`src/rtl/pll_seq_pkg.sv`:
```
package pll_seq_pkg;
  localparam int unsigned CTRL_W    = 32;
  localparam int unsigned ODIV_LSB  = 2;
  localparam int unsigned IDIV_LSB  = 4;
  localparam int unsigned FBDIV_LSB = 9;
  localparam int unsigned BAND_LSB  = 20;

  localparam logic IFDIV_BY1 = 1'b0;
  localparam logic IFDIV_BY2 = 1'b1;

  typedef enum logic [2:0] {
    S_IDLE, S_PRE_DIV, S_WRITE, S_WAIT, S_CHECK, S_POST_DIV, S_DONE
  } seq_state_e;
endpackage

```
`src/rtl/pll_ctrl_pack.sv`:
```
module pll_ctrl_pack
  import pll_seq_pkg::*;
#(
  parameter int unsigned IDIV_W  = 5,
  parameter int unsigned FBDIV_W = 7,
  parameter int unsigned ODIV_W  = 2,
  parameter int unsigned BAND_W  = 1
) (
  input  logic [IDIV_W-1:0]  idiv_i,
  input  logic [FBDIV_W-1:0] fbdiv_i,
  input  logic [ODIV_W-1:0]  odiv_i,
  input  logic [BAND_W-1:0]  band_i,
  output logic [CTRL_W-1:0]  word_o
);
  // powerdown and bypass stay zero
  always_comb begin
    word_o = '0;
    word_o[ODIV_LSB  +: ODIV_W]  = odiv_i;
    word_o[IDIV_LSB  +: IDIV_W]  = idiv_i;
    word_o[FBDIV_LSB +: FBDIV_W] = fbdiv_i;
    word_o[BAND_LSB  +: BAND_W]  = band_i;
  end
endmodule

```
`src/rtl/lock_wait_timer.sv`:
```
module lock_wait_timer #(
  parameter int unsigned CYC = 10000
) (
  input  logic clk_i,
  input  logic rst_ni,
  input  logic load_i,
  output logic expired_o
);
  localparam int unsigned CW = $clog2(CYC + 1);
  localparam logic [CW-1:0] LOAD_V = CW'(CYC - 1);

  logic [CW-1:0] cnt_q;

  always_ff @(posedge clk_i or negedge rst_ni) begin
    if (!rst_ni)           cnt_q <= '0;
    else if (load_i)       cnt_q <= LOAD_V;
    else if (cnt_q != '0)  cnt_q <= cnt_q - 1'b1;
  end

  assign expired_o = (cnt_q == '0);
endmodule

```
`src/rtl/pll_reprog_seq.sv`:
```
module pll_reprog_seq
  import pll_seq_pkg::*;
#(
  parameter int unsigned CLK_HZ    = 100_000_000,
  parameter int unsigned LOCK_US   = 100,
  parameter int unsigned RATE_W    = 32,
  parameter int unsigned THRESH_HZ = 500_000_000,
  parameter int unsigned IDIV_W    = 5,
  parameter int unsigned FBDIV_W   = 7,
  parameter int unsigned ODIV_W    = 2,
  parameter int unsigned BAND_W    = 1
) (
  input  logic               clk_i,
  input  logic               rst_ni,
  input  logic               start_i,
  input  logic               core_dom_i,
  input  logic [RATE_W-1:0]  rate_i,
  input  logic [IDIV_W-1:0]  idiv_i,
  input  logic [FBDIV_W-1:0] fbdiv_i,
  input  logic [ODIV_W-1:0]  odiv_i,
  input  logic [BAND_W-1:0]  band_i,
  input  logic [1:0]         pll_stat_i,
  output logic               pll_wr_o,
  output logic [31:0]        pll_wdata_o,
  output logic               ifdiv_wr_o,
  output logic               ifdiv_sel_o,
  output logic               done_o,
  output logic               timeout_o,
  output logic               cfg_err_o
);
  localparam int unsigned LOCK_CYC = (CLK_HZ / 1_000_000) * LOCK_US;
  localparam logic [RATE_W-1:0] THRESH_V = RATE_W'(THRESH_HZ);

  seq_state_e state_q, state_d;
  logic [IDIV_W-1:0]  idiv_q;
  logic [FBDIV_W-1:0] fbdiv_q;
  logic [ODIV_W-1:0]  odiv_q;
  logic [BAND_W-1:0]  band_q;
  logic core_q, hi_q, timeout_q, cfg_err_q;
  logic wait_over, lock_ok;

  assign lock_ok = pll_stat_i[0] & ~pll_stat_i[1];

  always_comb begin
    state_d = state_q;
    unique case (state_q)
      S_IDLE:     if (start_i)
                    state_d = (core_dom_i && (rate_i > THRESH_V)) ? S_PRE_DIV : S_WRITE;
      S_PRE_DIV:  state_d = S_WRITE;
      S_WRITE:    state_d = S_WAIT;
      S_WAIT:     if (wait_over) state_d = S_CHECK;
      S_CHECK:    state_d = (lock_ok && core_q && !hi_q) ? S_POST_DIV : S_DONE;
      S_POST_DIV: state_d = S_DONE;
      S_DONE:     state_d = S_IDLE;
      default:    state_d = S_IDLE;
    endcase
  end

  always_ff @(posedge clk_i or negedge rst_ni) begin
    if (!rst_ni) begin
      state_q   <= S_IDLE;
      idiv_q    <= '0;
      fbdiv_q   <= '0;
      odiv_q    <= '0;
      band_q    <= '0;
      core_q    <= 1'b0;
      hi_q      <= 1'b0;
      timeout_q <= 1'b0;
      cfg_err_q <= 1'b0;
    end else begin
      state_q <= state_d;
      if (state_q == S_IDLE && start_i) begin
        idiv_q  <= idiv_i;
        fbdiv_q <= fbdiv_i;
        odiv_q  <= odiv_i;
        band_q  <= band_i;
        core_q  <= core_dom_i;
        hi_q    <= rate_i > THRESH_V;
      end
      if (state_q == S_CHECK) begin
        timeout_q <= ~pll_stat_i[0];
        cfg_err_q <= pll_stat_i[0] & pll_stat_i[1];
      end
    end
  end

  pll_ctrl_pack #(
    .IDIV_W(IDIV_W), .FBDIV_W(FBDIV_W), .ODIV_W(ODIV_W), .BAND_W(BAND_W)
  ) u_pack (
    .idiv_i (idiv_q),
    .fbdiv_i(fbdiv_q),
    .odiv_i (odiv_q),
    .band_i (band_q),
    .word_o (pll_wdata_o)
  );

  lock_wait_timer #(.CYC(LOCK_CYC)) u_timer (
    .clk_i    (clk_i),
    .rst_ni   (rst_ni),
    .load_i   (state_q == S_WRITE),
    .expired_o(wait_over)
  );

  assign pll_wr_o    = (state_q == S_WRITE);
  assign ifdiv_wr_o  = (state_q == S_PRE_DIV) || (state_q == S_POST_DIV);
  assign ifdiv_sel_o = (state_q == S_PRE_DIV) ? IFDIV_BY2 : IFDIV_BY1;
  assign done_o      = (state_q == S_DONE);
  assign timeout_o   = done_o & timeout_q;
  assign cfg_err_o   = done_o & cfg_err_q;
endmodule

```
`config.mk`:
```
export PLATFORM = sky130hd
export DESIGN_NAME = pll_reprog_seq
export DESIGN_NICKNAME = d
export VERILOG_FILES = /design/src/rtl/pll_seq_pkg.sv /design/src/rtl/pll_ctrl_pack.sv /design/src/rtl/lock_wait_timer.sv /design/src/rtl/pll_reprog_seq.sv
export SDC_FILE = /design/constraint.sdc
export NUM_CORES = 1
export LEC_CHECK = 0
export CORE_ASPECT_RATIO = 0.5
export CORE_MARGIN = 2
export CORE_UTILIZATION = 44
export DETAILED_ROUTE_END_ITERATION = 7
export PLACE_DENSITY = 0.85
export SLEW_MARGIN = 0
export SYNTH_ARGS = -nofsm -noshare
export SYNTH_HDL_FRONTEND = slang
export SYNTH_SLANG_ARGS = --single-unit
```
`constraint.sdc`:
```
create_clock -name clk_i -period 6.1 [get_ports clk_i]
set_input_delay 0.915 -clock clk_i [delete_from_list [all_inputs] [get_ports clk_i]]
set_output_delay 0.915 -clock clk_i [all_outputs]
set_load 0.05 [all_outputs]
```
# --- After elaboration in Yosys (flattened, before gate mapping) ---
# Cells that the tools add are included.
classes:
  n_addsub: 1
  magnitude_cmp: 1
  n_eq_ne: 8
  n_mux: 8
  bitwise_logic: 6
  reduce_logical: 11
op_table:
  columns: ["cell", "n"]
  rows:
  - ["32-bit by 29-bit > comparator with 1-bit output (second input constant)", 1]
  - ["14-bit 2-to-1 mux", 2]
  - ["3-bit case mux with 6 select lines", 1]
  - ["14-bit logical NOT", 1]
  - ["14-bit nonzero test", 1]
  - ["14-bit by 1-bit subtractor with 14-bit output (second input constant)", 1]
  - ["3-bit equality test (second input constant)", 3]
  - ["3-bit by 2-bit equality test with 1-bit output (second input constant)", 2]
  - ["3-bit 2-to-1 mux", 2]
  - ["1-bit AND", 4]
  - ["1-bit logical AND", 4]
  - ["2-bit 2-to-1 mux", 2]
  - ["3-bit by 1-bit equality test with 1-bit output (second input constant)", 1]
  - ["3-bit logical NOT", 1]
  - ["2-bit by 1-bit != test with 1-bit output (second input constant)", 1]
  - ["2-bit != test (second input constant)", 1]
  - ["1-bit NOT", 2]
  - ["2-bit AND reduction", 1]
  - ["2-bit nonzero test", 1]
  - ["1-bit logical NOT", 1]
  - ["1-bit logical OR", 1]
  - ["1-bit 2-to-1 mux", 1]
totals:
  register_bits: 36
  input_bits: 53
  output_inout_bits: 38
  word_cells: 45

# --- Logic depth before layout (Yosys ltp) ---
depth:
  word_depth: 6
  mapped_depth: 8

# --- By module ---
# Synthesis repeated with hierarchy kept, for this count alone.
hier_totals:
  hier_cells: 214
  area_unflattened_um2: 2149.6
by_module_without_submodules:
  columns: ["mod", "instances", "cells_per_inst", "area_per_inst_um2"]
  rows:
  - ["pll_reprog_seq", 1, 96, 1114.8]
  - ["lock_wait_timer", 1, 85, 790.8]
  - ["pll_ctrl_pack", 1, 33, 244.0]

# --- Worst setup path before layout ---
# No wires, ideal clock.
synth_timing:
  path_kind: "register to output"
  from: "reg state_q[0]"
  to: "out cfg_err_o"
  arrival_ns: 1.895
  required_ns: 5.185
  path_slack_ns: 3.290
  stages_incl_launch_ff: 5
  n_path_buf: 1
  cell_sequence: "dfrtp_1 clkbuf_1 nand2b_1 nor2_1 and2_1"
synth_between:
  elab_chain_len: 2
synth_rtl:
  columns: ["item", "line_no", "rtl"]
  rows:
  - ["start: declaration", "pll_reprog_seq.sv:34", "seq_state_e state_q, state_d;"]
  - ["start signal: assignment", "pll_reprog_seq.sv:71", "state_q <= state_d;"]
  - ["3-bit equality test", "pll_reprog_seq.sv:107", "assign done_o = (state_q == S_DONE);"]
  - ["named net done_o", "pll_reprog_seq.sv:27", "output logic done_o,"]
  - ["1-bit AND", "pll_reprog_seq.sv:109", "assign cfg_err_o = done_o & cfg_err_q;"]
  - ["end: declaration", "pll_reprog_seq.sv:29", "output logic cfg_err_o"]
# The timed path passes the listed nets, and every way through them passes these cells.

# --- Worst setup path after layout ---
layout_timing:
  from: "reg state_q[1]"
  to: "out pll_wr_o"
layout_between:
  elab_chain_len: 1
layout_rtl:
  columns: ["item", "line_no", "rtl"]
  rows:
  - ["3-bit by 2-bit equality test with 1-bit output", "pll_reprog_seq.sv:104", "assign pll_wr_o = (state_q == S_WRITE);"]
  - ["end: declaration", "pll_reprog_seq.sv:23", "output logic pll_wr_o,"]
# Every way passes these cells.

==> summary.txt <==
Floorplan
  – Core ar.: between 4000 and 5000 sq um
  – Chip Width: ~100 microns
  – Initial Util: 44.9%
  – Row count: 17
  – I/O Pins: 91
  – Vert. Die Dim: 51.0 microns
  – Die Area: between 4000 and 5000 sq um

Logic synthesis
  – Post-Synth Adder-Cell Area: 0.645%
  – Top cells by area, synth: dfrtp_1, mux2_2, buf_4
  – Synthesized area: 1940 sq um
  – Top FF cell, synth: dfrtp_1
  – Synthesized area per cell: 10.1 sq um
  – Post-synth EDFFs: 0
  – Distinct cells, synth: 44
  – Yosys top cell area share: 46.4%
  – Mux contribution to synthesized area: 8.70%
  – Most common cell in the netlist: dfrtp_1
  – Post-synth ARST share: 100%
  – Post-Synth XOR/XNOR Area: 4.06%
  – Largest family of logic cells by synthesized area: simple AND/OR/NAND/NOR gates
  – Synthesized instance count: around 190
  – #FFs+latches synth: 36
  – Post-synthesis sequential area ratio: 46.4%
  – Post-synthesis simple-gate area fraction: 23.7%
  – Compound-cell area share of the yosys netlist: 7.41%
  – Yosys warns: 0
  – Post-synth top cells: dfrtp_1, buf_4, nand2_1
  – Yosys top cell by area: dfrtp_1

Layout
  – Area Overhead vs Synth: 41.6%
  – Fillers: 354
  – Non-Filler Instances: 326
  – Layout Nets: 322
  – ANT cells: 0
  – Share of cells above drive strength 1: 10.0%

Global route
  – Total global-route track usage: 19.0%
  – Vias in the first global route: 1637
  – First-pass GRT wire length: 7.56 mm
  – Initial antenna violation count: 0
  – Largest net degree at the start of global routing: 37
  – Total gr overflow: 0

Critical path
  – Element type at the critical path end: primary output
  – Critical Path Source Type: register
  – CP max FO: 10
  – Worst path bufs/invs: 2
  – Worst path required time: 5.18 ns
  – Slowest cell on crit path: clkdlybuf4s50_1
  – CP peak stage delay: 0.84 ns
  – Top cell family by delay on the critical path: buffers and inverters
  – Crit path kind: register to primary output
  – Critical path cell sequence: nand2_1, clkinv_1, clkdlybuf4s50_1
  – Crit path DAT: 2.15 ns

Drt
  – DR vias/cell: 5.22
  – Drt total wl: 4.68 mm
  – Initial drt markers: 99
  – Routed WL per cell: 14.4 microns
  – Post-route ant nets: 0
  – Remaining DRCs: 0
  – Routed vias: 1702
  – Pre-antenna DRT Iters: 4

Worst hold path
  – Hold Path Class: register to register

Clock network
  – Clock Path Buffers: 2
  – Clock Latency Late Sink: 0.29 ns
  – Htree depth: 2
  – Setup repair bufs after CTS: 0
  – CTS tree: built
  – Clk sinks: 36
  – Num CTS Buffers: 5
  – Register clock-pin slew on the reported worst setup and hold paths: 0.07 ns
  – CTS Hold Bufs: 0
  – Root Driver: clkbuf_8
  – Cts repair resizes: 0

Job
  – Max_cap viols: 0

Place
  – Post-DP HPWL: 3.52 mm
  – I/O Buffers: 73
  – Placed Cells: 318
  – Gp weighted congestion: 0.836

Run status
  – Outcome: finished, final reports clean

Pwr
  – Maximum VDD drop: approximately 0.19 mV
  – Pwr Total: 1160 uW
  – LEAKAGE: between 0.001 and 0.0015 uW
  – Power per Cell Area: 423 nW/um^2

Timing
  – Worst Tran Pin Value: 0.995 ns
  – RSZ-0062 raised after global routing: false
  – Final setup fails: 0
  – Fin crit share: 50.3%
  – Hold Vio Cnt, Final: 0
  – Relative slew slack: 33.1%
  – Final min period: 3.07 ns
  – Final Max Slew Viols: 0
  – Setup TNS: 0 ns
  – Fmax achieved: around 330 MHz
  – Worst clock skew: roughly 0.0052 ns
[path summary, 6_finish.rpt]
check | from | to | slack, ns | depth (start not counted)
max | state_q[1] | pll_wr_o | 3.03 | 3
max in group asynchronous | rst_ni | u_timer.cnt_q[0] | 4.75 | 2
min reg2reg | timeout_q | timeout_q | 0.50 | 2
min in group asynchronous | rst_ni | timeout_q | 1.04 | 2
max reg2reg | u_timer.cnt_q[0] | state_q[1] | 3.65 | 7
min | timeout_q | timeout_q | 0.50 | 2
[per-stage QoR]
| step | hold slack, ns | util [%] | worst slack [ns] | instance area (sq um) |
|---|---|---|---|---|
| detailed placement | 0.489 | 61.5 | 3.31 | 2660 |
| global placement | 0.475 | 61.5 | 3.40 | 2660 |
| CTS | 0.505 | 63.6 | 3.05 | 2750 |
| finish | 0.501 | 63.6 | 3.03 | 2750 |
| global route | 0.522 | 63.6 | 2.94 | 2750 |
| floorplan | 0.442 | - | 3.29 | 2000 |
[cells in the final DEF, fill, tap and decap left out, drive strengths merged, types with 2 or more instances in the layout]
cell type | Yosys | layout
xnor2 | 3 | 3
mux2 | 15 | 15
o41ai | 2 | 2
clkbuf | 2 | 8
nor4bb | 2 | 2
xor2 | 6 | 6
nor3b | 2 | 2
nor3 | 3 | 3
or3 | 5 | 5
or4 | 3 | 3
nand2b | 3 | 3
nand4 | 4 | 4
nand4b | 3 | 3
nand2 | 18 | 18
nor2 | 18 | 18
clkdlybuf4s50 | 0 | 73
nor4 | 7 | 7
and2 | 2 | 2
a21oi | 4 | 4
nand3 | 5 | 5
or2 | 2 | 2
conb | 1 | 17
o21ai | 6 | 6
dfrtp | 36 | 36
o31ai | 2 | 2
inv | 4 | 4
[routing by layer]
layer / track usage (%) / share of wire, %
met1: 22.6 / 44
met2: 33.4 / 50
met3: 6.29 / 5.7
met4: 5.79 / 0.77
met5: 0 / 0
[sequential cells by signal, indices dropped and copies added, names as in the netlist, 2 cells and up]
register	flops
fbdiv_q	7
odiv_q	2
idiv_q	5
u_timer.cnt_q	14
state_q	3
[where the power goes]
part / internal, uW / total, uW / switching (uW) / leakage, uW
clock network: 92.1 / 174 / 82.1 / 0.0000455
registers: 327 / 404 / 76.8 / 0.000421
logic: 228 / 584 / 356 / 0.000635
[cells by family (layout without fill, tap and decap cells)]
logic type	Yosys count	in the layout
AO/OA/AOI/OAI	22	22
XOR/XNOR	9	9
adder cells (fa/ha/maj)	1	1
buffers and inverters	27	87
flip-flops	36	36
multiplexers	15	15
other	1	17
AND/OR/NAND/NOR	82	82
[layout make-up]
type                    count  area, sq um  area share [%]
inverters                   5         18.8           0.683
multi-input cells         146          928            33.8
flip-flops and latches     36          901            32.8
repair buffers             74          738            26.9
clock buffers               8         90.1            3.28
well taps                  57         71.3            2.60
[worst reg2reg max path, stage by stage (launching register included)]
cell	delay [ns]
dfrtp_1	0.40
inv_1	0.10
ha_1	0.17
nor3b_1	0.36
and4_1	0.52
nor2_1	0.10
or4_1	0.51
o21a_1	0.18
Power figures use the tool's default switching activity.
